## src/rtl/des_ks_pkg.sv

```systemverilog
package des_ks_pkg;
   localparam int KS_KEY_W   = 64;
   localparam int KS_HALF_W  = 28;
   localparam int KS_CD_W    = 56;
   localparam int KS_RK_W    = 48;
   localparam int KS_NROUNDS = 16;

   // standard permuted choice 1 (1-based, bit 1 = MSB of key)
   localparam int PC1_SEL [KS_CD_W] = '{
      57, 49, 41, 33, 25, 17,  9,  1, 58, 50, 42, 34, 26, 18,
      10,  2, 59, 51, 43, 35, 27, 19, 11,  3, 60, 52, 44, 36,
      63, 55, 47, 39, 31, 23, 15,  7, 62, 54, 46, 38, 30, 22,
      14,  6, 61, 53, 45, 37, 29, 21, 13,  5, 28, 20, 12,  4};

   // standard permuted choice 2 (1-based, bit 1 = MSB of {C,D})
   localparam int PC2_SEL [KS_RK_W] = '{
      14, 17, 11, 24,  1,  5,  3, 28, 15,  6, 21, 10,
      23, 19, 12,  4, 26,  8, 16,  7, 27, 20, 13,  2,
      41, 52, 31, 37, 47, 55, 30, 40, 51, 45, 33, 48,
      44, 49, 39, 56, 34, 53, 46, 42, 50, 36, 29, 32};

   // rotation distance for a 1-based round number
   function automatic int ks_rot_amt(input int round, input bit dec);
      bit single;
      single = (round == 1) || (round == 2) || (round == 9) || (round == 16);
      if (dec) begin
         if (round == 1) return 0;
         return ((round == 2) || (round == 9) || (round == 16)) ? 1 : 2;
      end
      return single ? 1 : 2;
   endfunction
endpackage

```

## src/rtl/des_ks_pc1.sv

```systemverilog
module des_ks_pc1 #(
   parameter int KEY_W = des_ks_pkg::KS_KEY_W,
   parameter int CD_W  = des_ks_pkg::KS_CD_W
) (
   input  logic [KEY_W-1:0] key,
   output logic [CD_W-1:0]  cd
);
   for (genvar i = 0; i < CD_W; i++) begin : g_sel
      assign cd[CD_W-1-i] = key[KEY_W - des_ks_pkg::PC1_SEL[i]];
   end
endmodule

```

## src/rtl/des_ks_pc2.sv

```systemverilog
module des_ks_pc2 #(
   parameter int CD_W = des_ks_pkg::KS_CD_W,
   parameter int RK_W = des_ks_pkg::KS_RK_W
) (
   input  logic [CD_W-1:0] cd,
   output logic [RK_W-1:0] rk
);
   for (genvar i = 0; i < RK_W; i++) begin : g_sel
      assign rk[RK_W-1-i] = cd[CD_W - des_ks_pkg::PC2_SEL[i]];
   end
endmodule

```

## src/rtl/des_ks_stage.sv

```systemverilog
module des_ks_stage #(
   parameter int ROUND  = 1,
   parameter int HALF_W = des_ks_pkg::KS_HALF_W,
   parameter int RK_W   = des_ks_pkg::KS_RK_W
) (
   input  logic              clk,
   input  logic              rst_n,
   input  logic              vld_in,
   input  logic              dec_in,
   input  logic [HALF_W-1:0] c_in,
   input  logic [HALF_W-1:0] d_in,
   output logic              vld_q,
   output logic              dec_q,
   output logic [HALF_W-1:0] c_q,
   output logic [HALF_W-1:0] d_q,
   output logic [RK_W-1:0]   rk
);
   localparam int SH_L = des_ks_pkg::ks_rot_amt(ROUND, 1'b0);
   localparam int SH_R = des_ks_pkg::ks_rot_amt(ROUND, 1'b1);

   logic [HALF_W-1:0] c_rot, d_rot;

   if (SH_R == 0) begin : g_dec_hold
      // first decrypt round keeps the halves as they are
      assign c_rot = dec_in ? c_in : ((c_in << SH_L) | (c_in >> (HALF_W - SH_L)));
      assign d_rot = dec_in ? d_in : ((d_in << SH_L) | (d_in >> (HALF_W - SH_L)));
   end else begin : g_dec_rot
      assign c_rot = dec_in ? ((c_in >> SH_R) | (c_in << (HALF_W - SH_R)))
                            : ((c_in << SH_L) | (c_in >> (HALF_W - SH_L)));
      assign d_rot = dec_in ? ((d_in >> SH_R) | (d_in << (HALF_W - SH_R)))
                            : ((d_in << SH_L) | (d_in >> (HALF_W - SH_L)));
   end

   always_ff @(posedge clk or negedge rst_n) begin
      if (!rst_n) vld_q <= 1'b0;
      else        vld_q <= vld_in;
   end

   always_ff @(posedge clk) begin
      dec_q <= dec_in;
      c_q   <= c_rot;
      d_q   <= d_rot;
   end

   des_ks_pc2 #(.CD_W(2*HALF_W), .RK_W(RK_W)) u_pc2 (
      .cd ({c_q, d_q}),
      .rk (rk)
   );
endmodule

```

## src/rtl/des_keysched_pipe.sv

```systemverilog
module des_keysched_pipe #(
   parameter int KEY_W   = des_ks_pkg::KS_KEY_W,
   parameter int HALF_W  = des_ks_pkg::KS_HALF_W,
   parameter int RK_W    = des_ks_pkg::KS_RK_W,
   parameter int NROUNDS = des_ks_pkg::KS_NROUNDS
) (
   input  logic                    clk,
   input  logic                    rst_n,
   input  logic                    in_vld,
   input  logic                    in_dec,
   input  logic [KEY_W-1:0]        in_key,
   output logic [NROUNDS-1:0]      stage_vld,
   output logic [NROUNDS-1:0]      stage_dec,
   output logic [NROUNDS*RK_W-1:0] stage_key
);
   localparam int CD_W = 2 * HALF_W;

   if (KEY_W != 64 || CD_W != 56 || RK_W != 48 || NROUNDS != 16) begin : g_bad_cfg
      $error("des_keysched_pipe: the DES tables fix 64/28/48/16");
   end

   logic [CD_W-1:0]   pc1_cd;
   logic [HALF_W-1:0] c_q [NROUNDS];
   logic [HALF_W-1:0] d_q [NROUNDS];

   des_ks_pc1 #(.KEY_W(KEY_W), .CD_W(CD_W)) u_pc1 (
      .key (in_key),
      .cd  (pc1_cd)
   );

   for (genvar s = 0; s < NROUNDS; s++) begin : g_stage
      logic              v_in, m_in;
      logic [HALF_W-1:0] c_in, d_in;
      if (s == 0) begin : g_head
         assign v_in = in_vld;
         assign m_in = in_dec;
         assign c_in = pc1_cd[CD_W-1:HALF_W];
         assign d_in = pc1_cd[HALF_W-1:0];
      end else begin : g_link
         assign v_in = stage_vld[s-1];
         assign m_in = stage_dec[s-1];
         assign c_in = c_q[s-1];
         assign d_in = d_q[s-1];

         // valid advances one stage per edge
         a_r7_vld_shift: assert property (@(posedge clk) disable iff (!rst_n)
            stage_vld[s] == $past(stage_vld[s-1]));
         // direction travels with the key
         a_r7_dec_follow: assert property (@(posedge clk) disable iff (!rst_n)
            stage_vld[s] |-> stage_dec[s] == $past(stage_dec[s-1]));
         // rotation keeps the set-bit count of each half
         a_r6_c_popcnt: assert property (@(posedge clk) disable iff (!rst_n)
            stage_vld[s] |-> $countones(c_q[s]) == $past($countones(c_q[s-1])));
         a_r6_d_popcnt: assert property (@(posedge clk) disable iff (!rst_n)
            stage_vld[s] |-> $countones(d_q[s]) == $past($countones(d_q[s-1])));
      end

      des_ks_stage #(.ROUND(s+1), .HALF_W(HALF_W), .RK_W(RK_W)) u_stage (
         .clk    (clk),
         .rst_n  (rst_n),
         .vld_in (v_in),
         .dec_in (m_in),
         .c_in   (c_in),
         .d_in   (d_in),
         .vld_q  (stage_vld[s]),
         .dec_q  (stage_dec[s]),
         .c_q    (c_q[s]),
         .d_q    (d_q[s]),
         .rk     (stage_key[s*RK_W +: RK_W])
      );
   end

   // first decrypt stage holds the unrotated PC-1 halves
   a_r4_dec_first: assert property (@(posedge clk) disable iff (!rst_n)
      (stage_vld[0] && stage_dec[0]) |-> {c_q[0], d_q[0]} == $past(pc1_cd));
   // first encrypt stage is the PC-1 halves turned left by one
   a_r3_enc_first: assert property (@(posedge clk) disable iff (!rst_n)
      (stage_vld[0] && !stage_dec[0]) |->
         {c_q[0], d_q[0]} == {$past(pc1_cd[CD_W-2:HALF_W]), $past(pc1_cd[CD_W-1]),
                              $past(pc1_cd[HALF_W-2:0]),    $past(pc1_cd[HALF_W-1])});
endmodule

```

## config.mk

```make
export PLATFORM = sky130hd
export DESIGN_NAME = des_keysched_pipe
export DESIGN_NICKNAME = d
export VERILOG_FILES = /design/src/rtl/des_ks_pkg.sv /design/src/rtl/des_ks_pc1.sv /design/src/rtl/des_ks_pc2.sv /design/src/rtl/des_ks_stage.sv /design/src/rtl/des_keysched_pipe.sv
export SDC_FILE = /design/constraint.sdc
export NUM_CORES = 1
export LEC_CHECK = 0
export BUFFER_PORTS_ARGS = -buffer_cell sky130_fd_sc_hd__buf_2
export CAP_MARGIN = 20
export CORE_AREA = 3 3 332 334
export CTS_BUF_LIST = sky130_fd_sc_hd__clkbuf_4 sky130_fd_sc_hd__clkbuf_8
export CTS_CLUSTER_DIAMETER = 120
export DETAILED_ROUTE_END_ITERATION = 10
export DIE_AREA = 0 0 335 337
export GPL_ROUTABILITY_DRIVEN = 0
export PLACE_DENSITY_LB_ADDON = 0.15
export SLEW_MARGIN = 10
export SYNTH_ARGS = -nofsm -noshare
export SYNTH_HDL_FRONTEND = slang
export SYNTH_SLANG_ARGS = --single-unit
```

## constraint.sdc

```tcl
create_clock -name clk -period 1 [get_ports clk]
set_input_delay 0.2 -clock clk [delete_from_list [all_inputs] [get_ports clk]]
set_output_delay 0.2 -clock clk [all_outputs]
set_load 0.005 [all_outputs]
```

==> results of run 1 <==
flip-flops by register name, indices dropped and copies added (netlist names):
register and count:
g_stage.u_stage.c_q 444, g_stage.u_stage.d_q 444, g_stage.u_stage.dec_q 16, g_stage.u_stage.vld_q 16
layout make-up:
cell class / instances / share of cell area
Clock inverter: 28 / 0.00660
Multi-Input combinational cell: 888 / 0.202
Timing Repair Buffer: 1636 / 0.311
Tap cell: 1403 / 0.0342
Antenna cell: 4 / 0.000195
Clock buffer: 250 / 0.0604
Sequential cell: 920 / 0.385
what timing repair did:
| item | 4_1_cts | 5_1_grt |
|---|---|---|
| setup endpoints to repair | 1632 | 1666 |
| gates cloned | 17 | 34 |
| gates resized for setup | 1452 | 354 |
| hold buffers | 98 | 0 |
| buffers inserted | 534 | 57 |
| endpoints found under the hold margin | 74 | 0 |
through the flow:
stage	hold slack (ns)	setup WS (ns)
finish	0.172	-0.615
global placement	0.105	-0.112
CTS	0.0579	-0.735
global route	0.0912	-0.707
floorplan	-0.0956	-0.0415
detailed placement	0.128	-0.125
power by group through the flow:
stage	registers [W]	clock network (W)	logic (W)
4_1_cts	0.0571	0.0377	0.0395
2_1_floorplan	0.0519	0	0.0226
3_5_place_dp	0.0561	0	0.0242
5_1_grt	0.0588	0.0394	0.0454
3_3_place_gp	0.0560	0	0.0244
6_report	0.0576	0.0366	0.0427
cell families (layout without fill, tap and decap cells):
kind of cell	after synthesis	count (layout)	synth area share
buffers and inverters	895	1914	0.196
muxes	888	888	0.283
DFF	920	920	0.520
other	0	4	0
routing by layer:
metal | vias to the layer above | track usage | share of wire
met3 | 198 | 0.0730 | 0.080
met5 | - | 0 | 0
met2 | 764 | 0.342 | 0.53
met1 | 10200 | 0.189 | 0.36
li1 | 10100 | - | -
met4 | 0 | 0.0693 | 0.032
worst paths after layout:
path / from / endpoint / slack (ns) / depth (start not counted)
max in group asynchronous: rst_n / g_stage[8].u_stage.vld_q / 0.01 / 3
setup reg to reg: g_stage[8].u_stage.dec_q / g_stage[9].u_stage.c_q[2] / -0.39 / 6
hold reg to reg: g_stage[8].u_stage.vld_q / g_stage[9].u_stage.vld_q / 0.35 / 0
min in group asynchronous: rst_n / g_stage[11].u_stage.vld_q / 0.52 / 3
hold / removal: in_key[10] / g_stage[0].u_stage.d_q[18] / 0.17 / 3
setup / recovery: g_stage[5].u_stage.dec_q / stage_dec[5] / -0.62 / 2
cells in the final DEF (no fill, tap or decap), types with 98 or more instances in the layout:
cell and instances:
buf_2 229, clkbuf_8 196, dfxtp_4 130, mux2_2 783, dlygate4sd3_1 98, dfxtp_2 637
buf_4 562, buf_6 630, dfxtp_1 137, mux2_4 105
worst max-delay path, delay by kind of cell, from the launching register on:
family	cells	cell delay, ns
flops	1	0.35
buf+inv	2	0.25
==> results.json, run 1 <==
{
  "seqPwrFrac": 0.421,
  "routed_wl_mm": 114,
  "dp_cells": 4114,
  "syn_area_sq_um": 35500,
  "via_per_inst": 4.15,
  "cts_sinks": 920,
  "crit_chain": "buf_12 -> buf_8",
  "syn-num-nets": 2771,
  "yosys_register_bits": 920,
  "drive_gt1_frac": 0.933,
  "cpMaxStageDelayCell": "dfxtp_4",
  "setup_violations": 1661,
  "syn_avg_cell_area_sq_um": 13.1,
  "synth_common_cells": "dfxtp_1 (904), mux2_2 (868), buf_4 (800)",
  "ys.flop_type": "dfxtp_1",
  "async_flop_share": 0.0174,
  "synth_area_leaders": "dfxtp_1 (51%), mux2_2 (28%), buf_4 (17%)",
  "seqCellArea_sq_um": 19800,
  "fin_skew_ns": 0.0344,
  "grt_pass1_vias": 23200,
  "final_util": 0.479,
  "vdd_ir_drop_max_mv": 1.33,
  "violations": "negative setup slack",
  "ant_nets": 0,
  "start_util": 0.332,
  "critical_path_class": "flop to output pin",
  "status": "finished with violations",
  "stdcell_area_sq_um": 51400,
  "fillers": 9473,
  "layout_min_cycle_time_ns": 1.62,
  "power_density_nw_per_um2": 2670,
  "hold_viol": 0,
  "final_nets": 3674,
  "p_leak_nw": 22.6,
  "seq_area_frac_synth": 0.520,
  "insertion_delay_ns": 0.81,
  "cp.required_ns": 0.80,
  "core-area_sq_um": 107000,
  "syn_to_final_growth_pct": 44.5,
  "place_area_sq_um": 35500,
  "yosysWarnings": 0,
  "drt_iter0_markers": 506,
  "netlist.area_leader.share": 0.509,
  "overflow": 0,
  "power_frac_clock": 0.267,
  "crit_fanout": 2,
  "dr.pass1.iters": 4,
  "yosysTopAreaCell": "dfxtp_1",
  "synth-edff-count": 0,
  "max_freq_mhz": 619,
  "p_int_w": 0.0992,
  "multi_input_area_sq_um": 10400,
  "remaining_drc_errors": 0,
  "cts_buffer_depth": 3,
  "worst_slack_ns": -0.615,
  "cp_slowest_stage_delay_ns": 0.35,
  "dpl.hpwl_mm": 76.0,
  "root_buffer": "clkbuf_8",
  "io_buffers": 859,
  "max_slew_margin": 0.531,
  "crit_arrival_ns": 1.42,
  "cts_buffers": 160,
  "period_share": 1.62,
  "finalSetupTns_ns": -510.84,
  "pwr-share-comb": 0.312,
  "h-tree-depth": 4,
  "switching_share": 0.276,
  "drt-wirelength-per-cell_um": 22.3,
  "post-synth-top-count-cell": "dfxtp_1",
  "stdcell_count": 5129,
  "crit_path_end_kind": "output pin",
  "maxCapViolations": 0,
  "core.rowCount": 120,
  "die_h_um": 337,
  "die_area_sq_um": 113000,
  "maxSlewViolCount": 0,
  "rsz0062_at_grt": "yes",
  "die_w_um": 335,
  "worst_pin_slew_ns": 0.702,
  "cts_tree": "done",
  "p_sw_w": 0.0377,
  "antenna_found_initial": 1,
  "syn_inst": 2703,
  "hold_path.class": "primary input to flop",
  "grt_pass1_wl_mm": 155,
  "grt_max_degree": 30,
  "start_kind": "flop",
  "synth_cell_type_count": 7,
  "finalPower_w": 0.137,
  "clk_pin_slew_ns": 0.06,
  "vias": 21300,
  "grt.total_usage": 0.186,
  "ios": 868
}
No activity file was read; power rests on OpenSTA's default activity.
==> inputs of run 2 (changes only) <==
--- a/config.mk
+++ b/config.mk
@@ -7,11 +7,11 @@
 export LEC_CHECK = 0
 export BUFFER_PORTS_ARGS = -buffer_cell sky130_fd_sc_hd__buf_2
 export CAP_MARGIN = 20
-export CORE_AREA = 3 3 332 334
+export CORE_AREA = 2 2 341 343
 export CTS_BUF_LIST = sky130_fd_sc_hd__clkbuf_4 sky130_fd_sc_hd__clkbuf_8
 export CTS_CLUSTER_DIAMETER = 120
 export DETAILED_ROUTE_END_ITERATION = 10
-export DIE_AREA = 0 0 335 337
+export DIE_AREA = 0 0 343 345
 export GPL_ROUTABILITY_DRIVEN = 0
 export PLACE_DENSITY_LB_ADDON = 0.15
 export SLEW_MARGIN = 10
==> run 2 against run 1 <==
The flow still finishes with violations (negative setup slack). Die area increased by 4.8%. Clock power increased by 2%. Worst hold slack improved by 0.0058 ns. Critical path type unchanged. Critical endpoint is now stage_dec[10]. Highest routed layer unchanged.
==> results.json, run 2 (same netlist as run 1, synthesis figures left out) <==
{
  "fillers": 10600,
  "max_freq_mhz": 587,
  "routed_wl_mm": 116,
  "setup_violations": 1666,
  "start_util": 0.309,
  "cts_buffers": 160,
  "via_per_inst": 4.10,
  "dp_slack_ns": -0.123,
  "cts_buffer_depth": 3,
  "power_density_nw_per_um2": 2670,
  "fin_skew_ns": 0.0335,
  "die_h_um": 345,
  "worstReg2RegStart": "g_stage[13].u_stage.dec_q",
  "maxSlewViolCount": 0,
  "core-area_sq_um": 115000,
  "grt.total_usage": 0.179,
  "worst_slack_ns": -0.702,
  "grt_pass1_vias": 23200,
  "root_buffer": "clkbuf_8",
  "hold_viol": 0,
  "drt-wirelength-per-cell_um": 22.1,
  "period_share": 1.70,
  "grt_max_degree": 30,
  "grt_pass1_wl_mm": 157,
  "drive_gt1_frac": 0.930,
  "ant_nets": 0,
  "overflow": 0,
  "p_leak_nw": 22.8,
  "vdd_ir_drop_max_mv": 1.34,
  "finalSetupTns_ns": -485.47,
  "crit_arrival_ns": 1.50,
  "crit_path_end_kind": "output pin",
  "regToRegSetupSlack_ns": -0.40,
  "final_util": 0.446,
  "seqCellArea_sq_um": 19800,
  "cts_sinks": 920,
  "start_kind": "flop",
  "dr.pass1.iters": 4,
  "maxCapViolations": 0,
  "worstRegToRegCells": 5,
  "h-tree-depth": 4,
  "critical_path_class": "flop to output pin",
  "reg_top3": "g_stage.u_stage.c_q x444, g_stage.u_stage.d_q x444",
  "crit_start": "g_stage[10].u_stage.dec_q",
  "layout_commonest_cell": "mux2_2",
  "core.rowCount": 125,
  "violations": "negative setup slack",
  "syn_to_final_growth_pct": 44.4,
  "dpl.hpwl_mm": 76.4,
  "insertion_delay_ns": 0.80,
  "io_buffers": 859,
  "clk_pin_slew_ns": 0.06,
  "layout_common_cells": "mux2_2 (743), dfxtp_2 (608), buf_4 (567), buf_6 (534), buf_2 (326)",
  "die_area_sq_um": 118000,
  "worstSetupEndpoint": "stage_dec[10]",
  "crit_fanout": 2,
  "hold_path.class": "primary input to flop",
  "worstHoldStart": "in_key[11]",
  "stdcell_area_sq_um": 51300,
  "max_slew_margin": 0.539,
  "remaining_drc_errors": 0,
  "worst_pin_slew_ns": 0.690,
  "vias": 21500,
  "antenna_found_initial": 1,
  "multi_input_area_sq_um": 10500,
  "cts_tree": "done",
  "rsz0062_at_grt": "yes",
  "die_w_um": 343,
  "layout_min_cycle_time_ns": 1.70,
  "cp.required_ns": 0.80,
  "final_nets": 3678,
  "r2r_end": "g_stage[14].u_stage.c_q[18]",
  "place_area_sq_um": 35600,
  "drt_iter0_markers": 506,
  "ios": 868,
  "status": "finished with violations"
}
[run 2: cell types whose count changed in the layout (fill, tap and decap cells not counted), sizes merged, moves of 2 or more]
cell / previous run / this run
clkbuf: 278 / 287
dlygate4sd3: 98 / 94
bufbuf: 0 / 2
clkinvlp: 6 / 4
[run 2: worst max-delay path: stages, from the launching register on]
cell and delay (ns):
dfxtp_4 0.35, buf_12 0.13, buf_12 0.11, buf_6 0.10
[run 2: worst min path at each step]
stage | endpoint | cells after the start | slack, ns
after global routing | g_stage[0].u_stage.c_q[24] | 3 | 0.11
after detailed placement | g_stage[0].u_stage.vld_q | 1 | 0.12
after floorplan | g_stage[0].u_stage.vld_q | 0 | -0.1
after global placement | g_stage[0].u_stage.vld_q | 1 | 0.10
after CTS | g_stage[0].u_stage.c_q[8] | 3 | 0.05
final | g_stage[0].u_stage.d_q[10] | 3 | 0.18
[run 2: metrics by stage]
| stage | total power, W | std cells | hold slack, ns |
|---|---|---|---|
| after global routing | 0.144 | 5254 | 0.108 |
| after floorplan | 0.0745 | 2703 | -0.0956 |
| after global placement | 0.0800 | 4236 | 0.104 |
| after detailed placement | 0.0800 | 4236 | 0.125 |
| after CTS | 0.135 | 5152 | 0.0509 |
| final | 0.137 | 5256 | 0.178 |
[run 2: power breakdown]
part,switching [W],total [W],internal [W]
clock,0.0154,0.0375,0.0221
combinational,0.0138,0.0419,0.0281
sequential,0.00840,0.0575,0.0491
total,0.0376,0.137,0.0993
[run 2: layout make-up]
cell class | count | share of cell area
sequential | 920 | 0.386
timing repair buffer | 1640 | 0.302
multi-input combinational | 888 | 0.205
clock buffer | 255 | 0.0625
tap | 1524 | 0.0372
clock inverter | 26 | 0.00692
antenna | 3 | 0.000146
[run 2: repair_timing]
| item | in CTS | in global routing |
|---|---|---|
| hold buffers | 96 | 0 |
| endpoints found under the setup margin | 1623 | 1667 |
| buffers inserted | 523 | 65 |
| cloned | 18 | 36 |
| endpoints found under the hold margin | 74 | 0 |
| gates resized for setup | 1411 | 327 |
[run 2: metal layers]
metal / GRT usage / part of all wire / vias to the layer above
met5: 0 / 0 / -
met4: 0.0674 / 0.033 / 0
met3: 0.0638 / 0.080 / 198
met2: 0.328 / 0.53 / 801
met1: 0.184 / 0.36 / 10400
li1: - / - / 10200
==> inputs of run 3 (changes only) <==
--- a/config.mk
+++ b/config.mk
@@ -7,11 +7,11 @@
 export LEC_CHECK = 0
 export BUFFER_PORTS_ARGS = -buffer_cell sky130_fd_sc_hd__buf_2
 export CAP_MARGIN = 20
-export CORE_AREA = 2 2 341 343
+export CORE_AREA = 2 2 340 342
 export CTS_BUF_LIST = sky130_fd_sc_hd__clkbuf_4 sky130_fd_sc_hd__clkbuf_8
 export CTS_CLUSTER_DIAMETER = 120
 export DETAILED_ROUTE_END_ITERATION = 10
-export DIE_AREA = 0 0 343 345
+export DIE_AREA = 0 0 342 344
 export GPL_ROUTABILITY_DRIVEN = 0
 export PLACE_DENSITY_LB_ADDON = 0.15
 export SLEW_MARGIN = 10
==> constraint.sdc (replaced) <==
create_clock -name clk -period 2 [get_ports clk]
set_input_delay 0.4 -clock clk [delete_from_list [all_inputs] [get_ports clk]]
set_output_delay 0.4 -clock clk [all_outputs]
set_load 0.005 [all_outputs]
==> run 3 against run 2 <==
The flow now finishes without violations. Clock skew grew 0.024 ns. Critical path depth shrank 2. Combinational power shrank 72%. First-iteration DRC count shrank 2.0%. Clock power shrank 53%. Wire length shrank 11%. Total power shrank 58%. Largest power group unchanged.
==> results.json, run 3 (same netlist as run 1, synthesis figures left out) <==
{
  "cts_buffers": 159,
  "grt.total_usage": 0.168,
  "root_buffer": "clkbuf_8",
  "power_frac_clock": 0.310,
  "insertion_delay_ns": 0.82,
  "crit_chain": "buf_2",
  "stdcell_count": 4597,
  "p_leak_nw": 17.4,
  "cp.required_ns": 1.60,
  "place_area_sq_um": 35200,
  "vdd_ir_drop_max_mv": 0.477,
  "critical_path_class": "flop to output pin",
  "layout_min_cycle_time_ns": 1.89,
  "max_slew_margin": 0.535,
  "core.rowCount": 124,
  "crit_family": "flip-flops",
  "grt_max_degree": 44,
  "ant_nets": 0,
  "syn_to_final_growth_pct": 12.5,
  "via_per_inst": 4.05,
  "io_buffers": 859,
  "worst_slack_ns": 0.112,
  "holdPathEnd": "g_stage[0].u_stage.vld_q",
  "pwr-share-comb": 0.206,
  "drt-wirelength-per-cell_um": 22.4,
  "cts_tree": "done",
  "ios": 868,
  "worstReg2RegStart": "g_stage[7].u_stage.dec_q",
  "setup_violations": 0,
  "drive_gt1_frac": 0.688,
  "reg_top3": "g_stage.u_stage.c_q x444, g_stage.u_stage.d_q x444",
  "overflow": 0,
  "worstRegToRegCells": 3,
  "r2r_end": "g_stage[8].u_stage.d_q[18]",
  "drt_iter0_markers": 496,
  "worstHoldStart": "in_vld",
  "hold_path.class": "primary input to flop",
  "switching_share": 0.293,
  "p_int_w": 0.0406,
  "cpMaxStageDelayCell": "dfxtp_1",
  "cts_buffer_depth": 3,
  "start_util": 0.312,
  "grt_pass1_vias": 20000,
  "vias": 18600,
  "cts_sinks": 920,
  "status": "completed",
  "antenna_found_initial": 12,
  "maxCapViolations": 0,
  "die_h_um": 344,
  "power_density_nw_per_um2": 1440,
  "dpl.hpwl_mm": 76.9,
  "crit_path_end_kind": "output pin",
  "maxSlewViolCount": 0,
  "layout_common_cells": "mux2_2 (868), dfxtp_1 (862), buf_2 (858), clkbuf_8 (192), dlygate4sd3_1 (82)",
  "die_w_um": 342,
  "whs_path_depth": 2,
  "p_sw_w": 0.0168,
  "clk_pin_slew_ns": 0.06,
  "fin_skew_ns": 0.0577,
  "dr.pass1.iters": 4,
  "routed_wl_mm": 103,
  "grt_pass1_wl_mm": 144,
  "final_nets": 3035,
  "worst_pin_slew_ns": 0.695,
  "seqPwrFrac": 0.484,
  "crit_fanout": 3,
  "core-area_sq_um": 114000,
  "dp_slack_ns": 0.487,
  "max_freq_mhz": 530,
  "remaining_drc_errors": 0,
  "crit_buf_inv": 1,
  "h-tree-depth": 4,
  "crit_arrival_ns": 1.49,
  "die_area_sq_um": 118000,
  "regToRegSetupSlack_ns": 0.51,
  "period_share": 0.944,
  "layout_commonest_cell": "mux2_2",
  "cp_slowest_stage_delay_ns": 0.52,
  "start_kind": "flop",
  "hold_viol": 0,
  "rsz0062_at_grt": "no",
  "dp_cells": 4210,
  "stdcell_area_sq_um": 40000
}
run 3: cell types whose count changed in the layout (fill, tap and decap cells not counted), sizes merged:
| cell | delta |
|---|---|
| buf | -607 |
| clkbuf | -35 |
| dlygate4sd3 | -12 |
| bufbuf | +8 |
| bufinv | -3 |
| clkinv | +2 |
| diode | +2 |
| dlymetal6s4s | -1 |
| inv | -1 |
run 3: metrics by stage:
stage          TNS, ns   util  total power, W  hold slack (ns)
4_1_cts        -0.0483  0.350          0.0585            0.111
3_5_place_dp         0  0.309          0.0399            0.323
5_1_grt              0  0.351          0.0606            0.152
3_3_place_gp         0  0.309          0.0400            0.303
6_report             0  0.351          0.0575            0.227
2_1_floorplan        0      -          0.0372            0.104
run 3: worst max path at each step:
stage	startpoint	endpoint	slack (ns)	cells after the start
floorplan	in_dec	g_stage[0].u_stage.c_q[0]	0.90	3
global placement	in_dec	g_stage[0].u_stage.c_q[25]	0.51	3
detailed placement	in_dec	g_stage[0].u_stage.c_q[17]	0.49	3
CTS	g_stage[4].u_stage.dec_q	stage_dec[4]	-0.05	2
global route	g_stage[8].u_stage.c_q[21]	stage_key[412]	0.002	1
finish	g_stage[8].u_stage.c_q[21]	stage_key[412]	0.11	1
run 3: per-layer routing:
layer  GRT usage  vias to the layer above  part of all wire  wire [um]
met3      0.0685                      149             0.094       9630
met1       0.180                     8866              0.38      39100
met5           0                        -                 0          0
li1            -                     8874                 -          -
met2       0.300                      739              0.51      52100
met4      0.0485                        0             0.020       2100
run 3: final cells by class:
cell class / instances / area (sq um)
well taps: 1512 / 1890
clock buffers: 250 / 3080
multi-input cells: 888 / 10100
flip-flops and latches: 920 / 18600
repair buffers: 998 / 6060
fillers: 11400 / 73900
clock inverters: 24 / 278
diodes: 5 / 12.5
run 3: power groups by stage:
stage	Clock [W]	Sequential, W	Combinational (W)
2_1_floorplan	0	0.0260	0.0113
3_3_place_gp	0	0.0282	0.0117
3_5_place_dp	0	0.0283	0.0116
4_1_cts	0.0184	0.0280	0.0121
5_1_grt	0.0193	0.0285	0.0128
6_report	0.0178	0.0278	0.0118
run 3: what timing repair did:
| item | in CTS | in global routing |
|---|---|---|
| pin swaps | 0 | 0 |
| gates resized for setup | 46 | 3 |
| buffers inserted | 13 | 1 |
| hold buffers | 82 | 0 |
| endpoints found under the setup margin | 42 | 3 |
| gates cloned | 10 | 2 |
| endpoints found under the hold margin | 73 | 0 |
